--- config.mk ---
export PLATFORM = sky130hd
export DESIGN_NAME = tcode_encoder
export DESIGN_NICKNAME = d
export VERILOG_FILES = /design/src/rtl/tcode_pkg.sv /design/src/rtl/tcode_split_stage.sv /design/src/rtl/tcode_merge_stage.sv /design/src/rtl/tcode_align_stage.sv /design/src/rtl/tcode_encoder.sv
export SDC_FILE = /design/constraint.sdc
export NUM_CORES = 1
export LEC_CHECK = 0
export BUFFER_PORTS_ARGS = -buffer_cell sky130_fd_sc_hd__buf_2
export CAP_MARGIN = 20
export CORE_UTILIZATION = 40
export DETAILED_ROUTE_END_ITERATION = 7
export GPL_ROUTABILITY_DRIVEN = 0
export PLACE_DENSITY = 0.62
export SYNTH_ARGS = -nofsm -noshare
export SYNTH_HDL_FRONTEND = slang
export SYNTH_SLANG_ARGS = --single-unit
--- constraint.sdc ---
create_clock -name clk -period 3 [get_ports clk]
set_clock_uncertainty 0.1 [all_clocks]
set_input_delay 0.9 -clock clk [delete_from_list [all_inputs] [get_ports clk]]
set_output_delay 0.9 -clock clk [all_outputs]
set_load 0.02 [all_outputs]
--- src/rtl/tcode_pkg.sv ---
package tcode_pkg;
  localparam int MSB_W_DEF = 6;
  localparam int LSB_W_DEF = 6;
  localparam int ROW_W_DEF = 3;

  function automatic int unit_count(input int msb_w);
    return (1 << msb_w) - 1;
  endfunction
endpackage

--- src/rtl/tcode_split_stage.sv ---
module tcode_split_stage
  import tcode_pkg::*;
#(
  parameter int MSB_W = MSB_W_DEF,
  parameter int LSB_W = LSB_W_DEF,
  parameter int ROW_W = ROW_W_DEF
) (
  input  logic                       clk,
  input  logic                       rst,
  input  logic                       en,
  input  logic                       in_valid,
  input  logic [MSB_W+LSB_W-1:0]     in_sample,
  output logic                       s1_valid,
  output logic [(1<<ROW_W)-1:0]      s1_row_lt,
  output logic [(1<<(MSB_W-ROW_W))-1:0] s1_col_lt,
  output logic [LSB_W-1:0]           s1_lsb
);
  localparam int COL_W = MSB_W - ROW_W;
  localparam int ROWS  = 1 << ROW_W;
  localparam int COLS  = 1 << COL_W;

  logic [ROW_W-1:0] row_f;
  logic [COL_W-1:0] col_f;
  logic [ROWS-1:0]  row_lt_n;
  logic [COLS-1:0]  col_lt_n;

  assign row_f = in_sample[MSB_W+LSB_W-1 -: ROW_W];
  assign col_f = in_sample[LSB_W +: COL_W];

  // Each field becomes a short thermometer: bit i set when i < field.
  for (genvar r = 0; r < ROWS; r++) begin : g_row
    assign row_lt_n[r] = (ROW_W'(r) < row_f);
  end
  for (genvar c = 0; c < COLS; c++) begin : g_col
    assign col_lt_n[c] = (COL_W'(c) < col_f);
  end

  always_ff @(posedge clk) begin
    if (rst) begin
      s1_valid  <= 1'b0;
      s1_row_lt <= '0;
      s1_col_lt <= '0;
      s1_lsb    <= '0;
    end else if (en) begin
      s1_valid  <= in_valid;
      s1_row_lt <= row_lt_n;
      s1_col_lt <= col_lt_n;
      s1_lsb    <= in_sample[LSB_W-1:0];
    end
  end
endmodule

--- src/rtl/tcode_merge_stage.sv ---
module tcode_merge_stage
  import tcode_pkg::*;
#(
  parameter int MSB_W = MSB_W_DEF,
  parameter int LSB_W = LSB_W_DEF,
  parameter int ROW_W = ROW_W_DEF
) (
  input  logic                          clk,
  input  logic                          rst,
  input  logic                          en,
  input  logic                          s1_valid,
  input  logic [(1<<ROW_W)-1:0]         s1_row_lt,
  input  logic [(1<<(MSB_W-ROW_W))-1:0] s1_col_lt,
  input  logic [LSB_W-1:0]              s1_lsb,
  output logic                          s2_valid,
  output logic [(1<<MSB_W)-2:0]         s2_therm,
  output logic [LSB_W-1:0]              s2_lsb
);
  localparam int COL_W = MSB_W - ROW_W;
  localparam int ROWS  = 1 << ROW_W;
  localparam int COLS  = 1 << COL_W;
  localparam int UNITS = unit_count(MSB_W);

  logic [ROWS-1:0]  row_eq;
  logic [UNITS-1:0] therm_n;

  // Row r is the partially filled row when r is not below the field but r-1 is.
  for (genvar r = 0; r < ROWS; r++) begin : g_eq
    if (r == 0) begin : g_first
      assign row_eq[r] = ~s1_row_lt[r];
    end else begin : g_rest
      assign row_eq[r] = ~s1_row_lt[r] & s1_row_lt[r-1];
    end
  end

  // Element r*COLS+c: whole rows below, plus the columns of the current row.
  for (genvar r = 0; r < ROWS; r++) begin : g_r
    for (genvar c = 0; c < COLS; c++) begin : g_c
      if (r * COLS + c < UNITS) begin : g_unit
        assign therm_n[r*COLS+c] = s1_row_lt[r] | (row_eq[r] & s1_col_lt[c]);
      end
    end
  end

  always_ff @(posedge clk) begin
    if (rst) begin
      s2_valid <= 1'b0;
      s2_therm <= '0;
      s2_lsb   <= '0;
    end else if (en) begin
      s2_valid <= s1_valid;
      s2_therm <= therm_n;
      s2_lsb   <= s1_lsb;
    end
  end
endmodule

--- src/rtl/tcode_align_stage.sv ---
module tcode_align_stage #(
  parameter int W = 69
) (
  input  logic         clk,
  input  logic         rst,
  input  logic         en,
  input  logic         d_valid,
  input  logic [W-1:0] d_bus,
  output logic         q_valid,
  output logic [W-1:0] q_bus
);
  always_ff @(posedge clk) begin
    if (rst) begin
      q_valid <= 1'b0;
      q_bus   <= '0;
    end else if (en) begin
      q_valid <= d_valid;
      q_bus   <= d_bus;
    end
  end
endmodule

--- src/rtl/tcode_encoder.sv ---
module tcode_encoder
  import tcode_pkg::*;
#(
  parameter int MSB_W = MSB_W_DEF,
  parameter int LSB_W = LSB_W_DEF,
  parameter int ROW_W = ROW_W_DEF
) (
  input  logic                      clk,
  input  logic                      rst,
  input  logic                      in_valid,
  output logic                      in_ready,
  input  logic [MSB_W+LSB_W-1:0]    in_sample,
  output logic                      out_valid,
  input  logic                      out_ready,
  output logic [(1<<MSB_W)-2:0]     out_therm,
  output logic [LSB_W-1:0]          out_lsb
);
  localparam int COL_W = MSB_W - ROW_W;
  localparam int ROWS  = 1 << ROW_W;
  localparam int COLS  = 1 << COL_W;
  localparam int UNITS = unit_count(MSB_W);
  localparam int BUS_W = UNITS + LSB_W;

  logic             adv;
  logic             s1_valid;
  logic [ROWS-1:0]  s1_row_lt;
  logic [COLS-1:0]  s1_col_lt;
  logic [LSB_W-1:0] s1_lsb;
  logic             s2_valid;
  logic [UNITS-1:0] s2_therm;
  logic [LSB_W-1:0] s2_lsb;
  logic [BUS_W-1:0] out_bus;

  // Whole pipeline advances only when downstream takes data.
  assign adv      = out_ready;
  assign in_ready = out_ready;

  tcode_split_stage #(.MSB_W(MSB_W), .LSB_W(LSB_W), .ROW_W(ROW_W)) u_split (
    .clk(clk), .rst(rst), .en(adv),
    .in_valid(in_valid), .in_sample(in_sample),
    .s1_valid(s1_valid), .s1_row_lt(s1_row_lt),
    .s1_col_lt(s1_col_lt), .s1_lsb(s1_lsb)
  );

  tcode_merge_stage #(.MSB_W(MSB_W), .LSB_W(LSB_W), .ROW_W(ROW_W)) u_merge (
    .clk(clk), .rst(rst), .en(adv),
    .s1_valid(s1_valid), .s1_row_lt(s1_row_lt),
    .s1_col_lt(s1_col_lt), .s1_lsb(s1_lsb),
    .s2_valid(s2_valid), .s2_therm(s2_therm), .s2_lsb(s2_lsb)
  );

  tcode_align_stage #(.W(BUS_W)) u_align (
    .clk(clk), .rst(rst), .en(adv),
    .d_valid(s2_valid), .d_bus({s2_therm, s2_lsb}),
    .q_valid(out_valid), .q_bus(out_bus)
  );

  assign out_therm = out_bus[BUS_W-1:LSB_W];
  assign out_lsb   = out_bus[LSB_W-1:0];
endmodule

==> results.yml <==
layout:
  fill_cells: 1431
  nets: 685
  area_growth_pct: 16.0
  antenna_cells: 0
  layout_commonest_cell: "dfxtp_1"
  drive_gt1_frac: 0.201
  final_cell_mix: "dfxtp_1, nor2_1, mux2i_1"
critical_path:
  startpoint: "out_ready"
  critPathTopFamily: "buffers and inverters"
  worstPathMaxFanout: 36
  path_cells: "clkbuf_8 > buf_2"
  cp_slowest_cell: "clkbuf_8"
  criticalPathCategory: "primary input to output port"
  critPathBufInv: 2
  reg2reg_setup_slack_ns: 1.62
  worst_setup_path_end_kind: "output port"
  reg2reg_depth: 2
  cp_data_required_time_ns: 2.00
  reg2reg_to: "u_merge.s2_therm[43]$_SDFFE_PP0P_"
  cpPeakStageDelay_ns: 0.26
  cp-start-kind: "primary input"
  timing.rr.start: "u_split.s1_row_lt[5]$_SDFFE_PP0P_"
  path_depth: 2
  endpoint: "in_ready"
  worst_ep_arrival_time_ns: 1.39
yosys:
  muxShareOfSynthArea: 0.154
  synth_edf_count: 0
  synth_fp_nets: 634
  synth_largest_area_cell: "dfxtp_1"
  synth_xor_area_frac: 0
  syn_area_per_cell_um2: 9.79
  synth_seq_area_share: 0.533
  netlist_instances: 618
  synth.area.top_cells: "dfxtp_1, mux2i_1, nor2_1"
  synth_compound_area_frac: 0.0931
  synthAdderAreaFrac: 0
  synth_top_family_by_area: "simple AND/OR/NAND/NOR gates"
  synth-main-ff-cell: "dfxtp_1"
  yosysWarnings: 0
  ys_seq_elements: 161
  synth_top_area_share: 0.533
  synth_area_um2: 6050
  async_flop_share: 0
  synthDistinctLibCells: 19
  synthSimpleGateAreaFrac: 0.154
floorplanning:
  core_um2: 14600
  die-area_um2: 15600
  start_util: 0.413
  die_y_um: 125
  die_w_um: 125
  ios: 87
  num_rows: 44
hold_path:
  hp-class: "register to register"
grt:
  grt_start_max_net_pins: 64
  grt-ovfl-total: 0
  grt_pass1_vias: 3840
  grt_use_total: 0.164
  grt_pass1_wl_um: 20200
  antenna_found_initial: 0
sta:
  max_slew_margin: 0.556
  slew_viol_final: 0
  rsz0062_at_grt: "no"
  finalCritPeriodShare: 0.796
  finalCriticalPeriod_ns: 2.39
  worst_slew_pin_slew_ns: 0.665
  tns_ns: 0
  setup_viol: 0
  fmax_mhz: 419
  timing.hold.ws_ns: 0.376
  finalHoldViolations: 0
clock_tree:
  clock_sinks: 161
  clk_path_buf_depth: 2
  cts_tree: "yes"
  cts_buffers: 17
  cts_htree_levels: 4
  clock_latency_ns: 0.42
  cts.clk_slew.worst_paths_ns: 0.06
  cts_root_buf: "clkbuf_16"
  ctsHoldBuffers: 0
  cts_resized: 0
  postCtsSetupBuffers: 0
pwr:
  ir_drop_mv: 0.411
  p_leak_uw: 0.00306
  total_power_uw: 4810
  power_density_nw_per_um2: 685
drt:
  drcViolationCount: 14
  wire_per_inst_um: 14.3
  dr.pass1.iters: 7
  ant_nets: 0
  wl_um: 12400
  via_count: 4262
  drt_iter0_markers: 324
  routed_via_density: 4.92
job:
  drv_cap: 0
outcome:
  violations: "design-rule violations"
  status: "complete, but fails checks"
place:
  portBuffers: 86
  dpl.hpwl_um: 7860
worst register-to-register path: cells and delay by family (launching register included):
| kind | cells | cell delay, ns |
|---|---|---|
| flops | 1 | 0.41 |
| simple gates | 1 | 0.57 |
| compound gates | 1 | 0.16 |
state kept, by name, summed over array words and instances (netlist names):
name	count
u_split.s1_row_lt	7
u_align.q_bus	69
u_split.s1_col_lt	7
u_merge.s2_valid	1
u_split.s1_valid	1
u_merge.s2_lsb	6
u_merge.s2_therm	63
u_align.q_valid	1
u_split.s1_lsb	6
cells in the mapped netlist, types with 6 or more instances:
cell type / instances
dfxtp_1: 161
nor2_1: 157
mux2i_1: 93
a211oi_1: 43
nand2_1: 42
buf_2: 23
clkbuf_1: 16
a21oi_1: 15
buf_6: 13
nand2b_1: 13
a211oi_2: 12
nand3_1: 9
buf_4: 7
nor2b_1: 6
how the worst min path moves through the flow:
stage,startpoint,endpoint,slack (ns),cells after the start
floorplan,u_merge.s2_therm[60]$_SDFFE_PP0P_,u_merge.s2_therm[60]$_SDFFE_PP0P_,0.34,2
global placement,u_merge.s2_therm[59]$_SDFFE_PP0P_,u_merge.s2_therm[59]$_SDFFE_PP0P_,0.36,2
detailed placement,u_merge.s2_therm[61]$_SDFFE_PP0P_,u_merge.s2_therm[61]$_SDFFE_PP0P_,0.36,2
CTS,u_merge.s2_therm[61]$_SDFFE_PP0P_,u_merge.s2_therm[61]$_SDFFE_PP0P_,0.38,2
global route,u_align.q_bus[16]$_SDFFE_PP0P_,u_align.q_bus[16]$_SDFFE_PP0P_,0.40,2
finish,u_merge.s2_therm[57]$_SDFFE_PP0P_,u_merge.s2_therm[57]$_SDFFE_PP0P_,0.38,2
cells by family (layout without fill, tap and decap cells):
family / Yosys count / after routing
compound gates: 72 / 72
buf+inv: 61 / 125
flops: 161 / 161
mux: 93 / 93
simple gates: 231 / 231
power breakdown:
| part | internal [uW] | leakage, uW | switching, uW |
|---|---|---|---|
| logic | 144 | 0.00145 | 211 |
| clock network | 1300 | 0.000294 | 828 |
| registers | 2230 | 0.00132 | 86.3 |
final cells by class:
class / instances / area, um2 / area share
Clock buffer: 21 / 480 / 0.0685
Clock inverter: 11 / 110 / 0.0157
Multi-Input combinational cell: 396 / 2430 / 0.346
Sequential cell: 161 / 3220 / 0.459
Tap cell: 184 / 230 / 0.0328
Timing Repair Buffer: 93 / 544 / 0.0776
per-layer routing:
layer  vias to the layer above  routed length [um]  part of all wire  global-route usage
met2                        85                5700              0.46               0.243
met5                         -                   0                 0                   0
met3                        10                 520             0.042              0.0501
met1                      1988                6090              0.49               0.226
li1                       2179                   -                 -                   -
met4                         0                 104            0.0084              0.0595
through the flow:
step	utilization	std cells	setup WS, ns	instance area (um2)
after global routing	0.479	866	0.576	7020
after CTS	0.479	866	0.606	7020
after detailed placement	0.439	834	0.531	6420
after floorplan	-	618	0.966	6050
after global placement	0.439	834	0.559	6420
final	0.479	866	0.612	7020
(Power assumes the default switching activity.)
